File: src/rtl/rank_pwr_pkg.sv
package rank_pwr_pkg;

  typedef enum logic [2:0] {
    PS_IDLE = 3'd0,
    PS_REF  = 3'd1,
    PS_SREF = 3'd2,
    PS_PPD  = 3'd3,
    PS_ACT  = 3'd4,
    PS_APD  = 3'd5
  } pwr_state_e;

  function automatic logic is_low_power(pwr_state_e s);
    return (s == PS_SREF) || (s == PS_PPD) || (s == PS_APD);
  endfunction

endpackage

File: src/rtl/rank_pwr_fsm.sv
module rank_pwr_fsm
  import rank_pwr_pkg::*;
(
  input  logic       clk,
  input  logic       rst_n,
  input  logic       banks_open,
  input  logic       lp_ok,
  input  logic       wake_req,
  input  logic       sref_force,
  input  logic       ref_req,
  input  logic       ref_done,
  output pwr_state_e state_q,
  output logic       exit_now,
  output logic       exit_from_sref,
  output logic       lp_enter_q,
  output logic       lp_exit_q
);

  pwr_state_e state_d;
  pwr_state_e prior_q;
  logic       prior_en;
  logic       enter_now;

  // next-state decision
  always_comb begin
    state_d = state_q;
    unique case (state_q)
      PS_IDLE: begin
        if (ref_req)         state_d = PS_REF;
        else if (banks_open) state_d = PS_ACT;
        else if (lp_ok)      state_d = PS_PPD;
      end
      PS_ACT: begin
        if (!banks_open)     state_d = PS_IDLE;
        else if (lp_ok)      state_d = PS_APD;
      end
      PS_APD: begin
        if (wake_req || ref_req) state_d = PS_ACT;
      end
      PS_PPD: begin
        if (ref_req)         state_d = PS_REF;
        else if (wake_req)   state_d = PS_IDLE;
      end
      PS_REF: begin
        if (ref_done)        state_d = (prior_q == PS_PPD) ? PS_SREF : PS_IDLE;
      end
      PS_SREF: begin
        if (sref_force)      state_d = PS_IDLE;
      end
      default:               state_d = PS_IDLE;
    endcase
  end

  assign enter_now      = !is_low_power(state_q) && is_low_power(state_d);
  assign exit_now       = is_low_power(state_q) && !is_low_power(state_d);
  assign exit_from_sref = exit_now && (state_q == PS_SREF);
  assign prior_en       = (state_q != PS_REF) && (state_d == PS_REF);

  always_ff @(posedge clk or negedge rst_n) begin
    if (!rst_n) begin
      state_q    <= PS_IDLE;
      lp_enter_q <= 1'b0;
      lp_exit_q  <= 1'b0;
    end else begin
      state_q    <= state_d;
      lp_enter_q <= enter_now;
      lp_exit_q  <= exit_now;
    end
  end

  always_ff @(posedge clk or negedge rst_n) begin
    if (!rst_n) begin
      prior_q <= PS_IDLE;
    end else if (prior_en) begin
      prior_q <= state_q;
    end
  end

  AST_APD_TO_ACT_ONLY: assert property (@(posedge clk) disable iff (!rst_n)
    (state_q == PS_APD) |=> (state_q == PS_APD || state_q == PS_ACT));

  AST_SREF_TO_IDLE_ONLY: assert property (@(posedge clk) disable iff (!rst_n)
    (state_q == PS_SREF) |=> (state_q == PS_SREF || state_q == PS_IDLE));

  AST_SREF_EXIT_FORCED: assert property (@(posedge clk) disable iff (!rst_n)
    ($past(state_q) == PS_SREF && state_q == PS_IDLE) |-> $past(sref_force));

  AST_REF_FROM_PPD_TO_SREF: assert property (@(posedge clk) disable iff (!rst_n)
    (state_q == PS_REF && ref_done && prior_q == PS_PPD) |=> (state_q == PS_SREF));

  AST_ACT_IGNORES_REF: assert property (@(posedge clk) disable iff (!rst_n)
    (state_q == PS_ACT) |=> (state_q != PS_REF));

endmodule

File: src/rtl/rank_pwr_wake.sv
module rank_pwr_wake #(
  parameter int PD_EXIT_CYC   = 4,
  parameter int SREF_EXIT_CYC = 16
) (
  input  logic clk,
  input  logic rst_n,
  input  logic load,
  input  logic load_sref,
  output logic timer_idle
);

  localparam int CNT_W = $clog2(SREF_EXIT_CYC + 1);
  localparam logic [CNT_W-1:0] PD_LOAD   = CNT_W'(PD_EXIT_CYC);
  localparam logic [CNT_W-1:0] SREF_LOAD = CNT_W'(SREF_EXIT_CYC);

  logic [CNT_W-1:0] cnt_q;
  logic [CNT_W-1:0] cnt_d;
  logic             cnt_en;

  always_comb begin
    cnt_d = cnt_q;
    if (load)            cnt_d = load_sref ? SREF_LOAD : PD_LOAD;
    else if (cnt_q != 0) cnt_d = cnt_q - 1'b1;
  end

  assign cnt_en = load || (cnt_q != '0);

  always_ff @(posedge clk or negedge rst_n) begin
    if (!rst_n) begin
      cnt_q <= '0;
    end else if (cnt_en) begin
      cnt_q <= cnt_d;
    end
  end

  assign timer_idle = (cnt_q == '0);

  AST_LOAD_HOLDS_OFF: assert property (@(posedge clk) disable iff (!rst_n)
    load |=> !timer_idle);

endmodule

File: src/rtl/rank_pwr_ctrl.sv
module rank_pwr_ctrl
  import rank_pwr_pkg::*;
#(
  parameter int BANKS         = 8,
  parameter int OPS_W         = 4,
  parameter int QDEPTH        = 32,
  parameter int PD_EXIT_CYC   = 4,
  parameter int SREF_EXIT_CYC = 16,
  localparam int BANK_W = $clog2(BANKS + 1),
  localparam int Q_W    = $clog2(QDEPTH + 1)
) (
  input  logic              clk,
  input  logic              rst_n,
  input  logic              pd_enable,
  input  logic [BANK_W-1:0] open_banks,
  input  logic [OPS_W-1:0]  outstanding_ops,
  input  logic [Q_W-1:0]    rd_queued,
  input  logic [Q_W-1:0]    wr_queued,
  input  logic              bus_is_write,
  input  logic              ref_req,
  input  logic              ref_done,
  output logic [2:0]        pwr_state,
  output logic              lp_enter,
  output logic              lp_exit,
  output logic              cmd_ready
);

  pwr_state_e state_q;
  logic       any_rd, any_wr, quiet, lp_ok, sref_force;
  logic       exit_now, exit_from_sref, timer_idle;

  assign any_rd     = (rd_queued != '0);
  assign any_wr     = (wr_queued != '0);
  assign quiet      = (outstanding_ops == '0) && !any_rd && !any_wr;
  assign lp_ok      = pd_enable && quiet && timer_idle;
  assign sref_force = any_rd || (any_wr && bus_is_write);

  rank_pwr_fsm u_fsm (
    .clk            (clk),
    .rst_n          (rst_n),
    .banks_open     (open_banks != '0),
    .lp_ok          (lp_ok),
    .wake_req       (any_rd || any_wr),
    .sref_force     (sref_force),
    .ref_req        (ref_req),
    .ref_done       (ref_done),
    .state_q        (state_q),
    .exit_now       (exit_now),
    .exit_from_sref (exit_from_sref),
    .lp_enter_q     (lp_enter),
    .lp_exit_q      (lp_exit)
  );

  rank_pwr_wake #(
    .PD_EXIT_CYC   (PD_EXIT_CYC),
    .SREF_EXIT_CYC (SREF_EXIT_CYC)
  ) u_wake (
    .clk        (clk),
    .rst_n      (rst_n),
    .load       (exit_now),
    .load_sref  (exit_from_sref),
    .timer_idle (timer_idle)
  );

  assign pwr_state = state_q;
  assign cmd_ready = timer_idle && !is_low_power(state_q);

  AST_PD_ENTRY_QUIET: assert property (@(posedge clk) disable iff (!rst_n)
    $rose(state_q == PS_PPD || state_q == PS_APD) |-> ($past(outstanding_ops) == '0));

  AST_PD_ENTRY_ENABLED: assert property (@(posedge clk) disable iff (!rst_n)
    $rose(state_q == PS_PPD || state_q == PS_APD) |-> $past(pd_enable));

  AST_EXIT_NOT_READY: assert property (@(posedge clk) disable iff (!rst_n)
    lp_exit |-> !cmd_ready);

  AST_PULSES_EXCLUSIVE: assert property (@(posedge clk) disable iff (!rst_n)
    !(lp_enter && lp_exit));

endmodule

File: config.mk
export PLATFORM = sky130hd
export DESIGN_NAME = rank_pwr_ctrl
export DESIGN_NICKNAME = d
export VERILOG_FILES = /design/src/rtl/rank_pwr_pkg.sv /design/src/rtl/rank_pwr_fsm.sv /design/src/rtl/rank_pwr_wake.sv /design/src/rtl/rank_pwr_ctrl.sv
export SDC_FILE = /design/constraint.sdc
export NUM_CORES = 1
export LEC_CHECK = 0
export BUFFER_PORTS_ARGS = -buffer_cell sky130_fd_sc_hd__buf_2
export CAP_MARGIN = 20
export CELL_PAD_IN_SITES_DETAIL_PLACEMENT = 0
export CELL_PAD_IN_SITES_GLOBAL_PLACEMENT = 1
export CORE_MARGIN = 2
export CORE_UTILIZATION = 35
export DETAILED_ROUTE_END_ITERATION = 16
export PLACE_DENSITY_LB_ADDON = 0.08
export SYNTH_ARGS = -nofsm -noshare
export SYNTH_HDL_FRONTEND = slang
export SYNTH_SLANG_ARGS = --single-unit
File: constraint.sdc
create_clock -name clk -period 2.6 [get_ports clk]
set_clock_uncertainty 0.15 [all_clocks]
set_input_delay 0.78 -clock clk [delete_from_list [all_inputs] [get_ports clk]]
set_output_delay 0.78 -clock clk [all_outputs]
set_load 0.005 [all_outputs]
* After elaboration in Yosys (flattened, before gate mapping)
Cells that the tools add are included.
** Storage, ports and cells
- Bits in registers :: 13
- Input bits :: 26
- Output and inout port bits :: 6
- Word-level logic and storage cells :: 63
** Cells by class
- Add/sub/neg operators :: 1
- Equality and inequality tests :: 11
- Mux-type cells :: 15
- Reduce and logical (&&, ||, !) cells :: 31
** Operators by type and width (count)
- $mux 3 :: 10
- $pmux 3 s6 :: 1
- $eq 3x2->1 const B :: 5
- $mux 5 :: 3
- $reduce_bool 6->1 :: 2
- $logic_and 1x1->1 :: 10
- $eq 3x3->1 const B :: 3
- $logic_or 1x1->1 :: 8
- $eq 3x1->1 const B :: 2
- $logic_not 5->1 :: 1
- $reduce_bool 5->1 :: 1
- $sub 5x1->5 const B :: 1
- $logic_not 1->1 :: 4
- $logic_not 4->1 :: 1
- $reduce_bool 4->1 :: 1
- $logic_not 3->1 :: 1
- $ne 3x1->1 const B :: 1
- $mux 2 :: 1
- $reduce_and 2->1 :: 1
- $reduce_bool 2->1 :: 1

* Logic depth before layout (Yosys ltp)
- Depth in word-level cells :: 18
- Gate-level depth with buffers :: 9
- Depth with buffers taken out :: 9

* By module
From an unflattened synthesis, not the netlist that was laid out.
** Unflattened totals
- Cells, all modules :: 86
- Area, all modules :: 825.8 µm²
** Modules (own cells, without submodules)
- rank_pwr_fsm :: times used 1, cells an instance 45, area an instance 481.7 µm², seq. area each 200.2 µm²
- rank_pwr_wake :: times used 1, cells an instance 26, area an instance 265.3 µm², seq. area each 125.1 µm²
- rank_pwr_ctrl :: times used 1, cells an instance 15, area an instance 78.8 µm², seq. area each 0.0 µm²

* Least setup slack after synthesis
Ideal clock, no wire load.
- Path type :: input -> register
- Start :: input port wr_queued[1]
- End :: register u_wake.cnt_q[4]
- Library setup time :: 120 ps
- Arrival :: 2234 ps
- Data required time :: 2330 ps
- Path slack :: 96 ps
- Stages :: 6
- Buffers on the path :: 0
- Cell sequence :: nor4_2 > nand4_2 > a2111oi_4 > nor4_2 > mux2_4 > o211a_1
** Between the ends
- Cells in the longest elaborated chain, start to end :: 17
- Elaborated cells between the ends (all ways) :: 32
- Classes of those cells :: eq/ne (3); mux (12); reduce/logical (17)
** Ends and longest elaborated chain
- from (decl) :: RTL line rank_pwr_ctrl.sv:18 : input logic [Q_W-1:0] wr_queued,
- $reduce_bool 6->1 (*) :: RTL line rank_pwr_ctrl.sv:33 : assign any_wr = (wr_queued != '0);
- $logic_not 1->1 :: RTL line rank_pwr_ctrl.sv:34 : assign quiet = (outstanding_ops == '0) && !any_rd && !any_wr;
- $logic_and 1x1->1 :: RTL line rank_pwr_ctrl.sv:34
- $logic_and 1x1->1 (2 in a row) :: RTL line rank_pwr_ctrl.sv:35 : assign lp_ok = pd_enable && quiet && timer_idle;
- $mux 3 :: RTL line rank_pwr_fsm.sv:31 : else if (lp_ok) state_d = PS_PPD;
- $mux 3 :: RTL line rank_pwr_fsm.sv:30 : else if (banks_open) state_d = PS_ACT;
- $mux 3 :: RTL line rank_pwr_fsm.sv:29 : if (ref_req) state_d = PS_REF;
- $pmux 3 s6 (*) :: RTL line rank_pwr_fsm.sv:27 : unique case (state_q)
- $eq 3x2->1 :: RTL line rank_pwr_pkg.sv:13 : return (s == PS_SREF) || (s == PS_PPD) || (s == PS_APD);
- $logic_or 1x1->1 :: RTL line rank_pwr_pkg.sv:13
- $logic_or 1x1->1 (*) :: RTL line rank_pwr_pkg.sv:13
- $logic_not 1->1 (*) :: RTL line rank_pwr_fsm.sv:55 : assign exit_now = is_low_power(state_q) && !is_low_power(state_d);
- $logic_and 1x1->1 (*) :: RTL line rank_pwr_fsm.sv:55
- $logic_and 1x1->1 :: RTL line rank_pwr_fsm.sv:56 : assign exit_from_sref = exit_now && (state_q == PS_SREF);
- $mux 5 (2 in a row) :: RTL line rank_pwr_wake.sv:22 : if (load) cnt_d = load_sref ? SREF_LOAD : PD_LOAD;
- to (signal assigned) :: RTL line rank_pwr_wake.sv:32 : cnt_q <= cnt_d;
- to (decl) :: RTL line rank_pwr_wake.sv:16 : logic [CNT_W-1:0] cnt_q;
Mark *: on every way between the ends. The rest lies on a longest branch, timed or not.
A chain may end at the register's enable or synchronous reset.

* Worst setup path in the final report
- Start :: input port rd_queued[1]
- End :: register u_wake.cnt_q[4]
** Between the ends
- Cells in the longest elaborated chain, start to end :: 18
- Elaborated cells between the ends (all ways) :: 32
- Classes of those cells :: eq/ne (3); mux (12); reduce/logical (17)
** Ends and longest elaborated chain
- from (decl) :: RTL line rank_pwr_ctrl.sv:17 : input logic [Q_W-1:0] rd_queued,
- $reduce_bool 6->1 (*) :: RTL line rank_pwr_ctrl.sv:32 : assign any_rd = (rd_queued != '0);
- $logic_not 1->1 :: RTL line rank_pwr_ctrl.sv:34
- $logic_and 1x1->1 (2 in a row) :: RTL line rank_pwr_ctrl.sv:34
- $logic_and 1x1->1 (2 in a row) :: RTL line rank_pwr_ctrl.sv:35
- $mux 3 :: RTL line rank_pwr_fsm.sv:31
- $mux 3 :: RTL line rank_pwr_fsm.sv:30
- $mux 3 :: RTL line rank_pwr_fsm.sv:29
- $pmux 3 s6 (*) :: RTL line rank_pwr_fsm.sv:27
- $eq 3x2->1 :: RTL line rank_pwr_pkg.sv:13
- $logic_or 1x1->1 :: RTL line rank_pwr_pkg.sv:13
- $logic_or 1x1->1 (*) :: RTL line rank_pwr_pkg.sv:13
- $logic_not 1->1 (*) :: RTL line rank_pwr_fsm.sv:55
- $logic_and 1x1->1 (*) :: RTL line rank_pwr_fsm.sv:55
- $logic_and 1x1->1 :: RTL line rank_pwr_fsm.sv:56
- $mux 5 (2 in a row) :: RTL line rank_pwr_wake.sv:22
Marks and branches as above.

==> metrics.txt <==
initial drt markers=15; routability cong.=0.786; GRT busiest layer=met2; Fin Setup TNS=0 ns; CP Max Fanout=5; Critical Path End Type=flip-flop; Area Overhead vs Synth=29.5%; Syn Inst Count=95; clock network fraction of design power=0.196; #FFs+latches synth=13; Die ar.=3120 µm²; Root Driver=clkbuf_4; LEAKAGE=around 0.6 nW; GRT Total Usage=0.151; via count=roughly 860; net load switching power=0.209 mW; first-pass GRT wire length=3840 µm; number of cells on the critical path=7; post-detailed-route wirelength per cell=13.1 µm; GR Util met1=0.183; CTS Buffer Depth=2; Avg Synthesized Cell Area=9.90 µm²; Worst Path Buf+Inv=1; worst skew pair latency=0.27 ns; post-synthesis async set-or-reset flop share=1.00; Final Slew Violations=0; CP max-delay cell=a2111oi_4; RSZ-0062 raised after global routing=no; VDD IR max=around 0.00045 V; clk sinks=13; Vias/cell=around 5.2; Worst-Margin Slew=0.598 ns; CTS tree=built; final worst-path cycle share=0.949; CP delay by family, top=simple AND/OR/NAND/NOR gates; Pwr per Cell Area=504 nW/µm²; Yosys warnings=0; Core Region=2520 µm²; most common cell after layout, fill and taps aside=buf_2; final setup margin=roughly 0.13 ns; syn nets=between 100 and 150; Yosys cell types=40; initial antenna violation count=0; largest net degree at the start of global routing=15; GR Layer Usage met2=0.276; crit path kind=in -> reg; Post-DP HPWL=1770 µm; Synth Cell Area=941 µm²; Starting Density=0.373; Seq pwr share=0.442; critical path, cell by cell=buf_2, nor4_2, nand4_2, a2111oi_4, nor4_2, mux2_4, o211a_1; Worst-path clk slew=roughly 0.07 ns; final hold vios=0; worst rel slew slack=0.597; IO Port Bufs=31; Detail Route Antenna Nets=0; Routed WL=2180 µm; Final Util=0.483; Worst Hold Class=in -> async; fmax=~410 MHz; # IOs=32; drt pass-1 iters=4; nets@finish=165; startpoint types=input port; Layout Cells excl Fill=between 150 and 200; DP Cell Count=between 150 and 200; Sw Share=0.340; Final min period=2.47 ns; cell-internal power=between 0.4 and 0.5 mW; M3 GR Usage=0.0465; register area share after synthesis=0.346; critical path's most frequent cell=nor4_2; H-tree Lvls=1; number of synthesized flops with an enable pin=0; setup bufs post-CTS=0; die width=55.9 µm; Slowest Stage Delay on Critical Path=0.44 ns; ratio of cells with drive above 1 in the final layout=0.441; n_diodes=0; total clock buffers created by CTS=3; vias in the first global route=878; Core Rows=18; most frequent cells in the layout=buf_2 (31), dfrtp_1 (13), nor2_1 (11); combinational cell fraction of total power=0.362; Residual DRC=0; pre-CTS setup slack=-0.160 ns; Post-CTS Hold Buffers=0; total gr overflow=0; Die Y=approximately 56 µm; outcome=complete, no violations; WP data arrival=approximately 2.5 ns; top_reg_cell synth=dfrtp_1; Register-to-Register Path Depth=8; Max Cap Violations=0; data required time of the critical path=between 2 and 3 ns; Final setup viols=0
[kinds of logic (layout without fill, tap and decap cells)]
family	count (synthesis)	after routing	share of synthesized area
compound gates	20	20	0.193
flops	13	13	0.346
mux	3	3	0.0372
buf+inv	10	51	0.0439
fa+ha+maj	2	2	0.0266
simple gates	45	45	0.335
xor+xnor	2	2	0.0186
[cell type report]
type | count | area [µm²]
Tap cell | 30 | 37.5
Multi-Input combinational cell | 72 | 581
Timing Repair Buffer | 40 | 223
Fill cell | 264 | 1300
Sequential cell | 13 | 325
Inverter | 7 | 26.3
Clock buffer | 4 | 26.3
[routing by layer]
layer / up-vias / wire length [µm]
met2: 16 / 1170
met5: - / 0
met3: 0 / 96
met1: 409 / 918
met4: 0 / 0
li1: 437 / -
[synth_stat cells (3+ instances only)]
master	count	area, µm²
dfrtp_1	13	325
nor2_1	11	41.3
nand2_1	7	26.3
inv_1	6	22.5
a21oi_1	4	20.0
nor3_1	4	20.0
a21o_1	3	22.5
buf_2	3	15.0
nor4_2	3	37.5
[metrics by stage]
stage               cell area [µm²]  power, mW  hold slack, ns
floorplan                       941      0.421           0.299
global placement               1190      0.499           0.311
detailed placement             1190      0.501           0.319
CTS                            1210      0.625           0.234
global route                   1220      0.675           0.222
finish                         1220      0.614           0.226
[worst paths after layout]
path / start / slack [ns] / end
setup / recovery: rd_queued[1] / 0.13 / u_wake.cnt_q[4]
hold / removal: rst_n / 0.23 / u_fsm.prior_q[1]
setup reg to reg: u_wake.cnt_q[0] / 0.21 / u_wake.cnt_q[4]
hold reg to reg: u_fsm.prior_q[0] / 0.33 / u_fsm.prior_q[0]
max in group asynchronous: rst_n / 1.85 / u_wake.cnt_q[3]
min in group clk: u_fsm.prior_q[0] / 0.33 / u_fsm.prior_q[0]
[timing repair]
| action | CTS | global route |
|---|---|---|
| gates resized for setup | 0 | 1 |
| setup endpoints to repair | 0 | 3 |
| hold endpoints to repair | 0 | 0 |
[power by group through the flow]
stage	Clock (mW)	Sequential, mW	Combinational (mW)
global route	0.140	0.276	0.259
CTS	0.125	0.272	0.228
finish	0.121	0.271	0.222
floorplan	0	0.266	0.155
detailed placement	0	0.277	0.224
global placement	0	0.277	0.222
[flip-flops by register name (all words and copies together) (netlist names)]
| signal | count |
|---|---|
| u_fsm.prior_q | 3 |
| u_fsm.lp_enter_q | 1 |
| u_fsm.lp_exit_q | 1 |
| u_wake.cnt_q | 5 |
| u_fsm.state_q | 3 |
(Power assumes the default switching activity.)
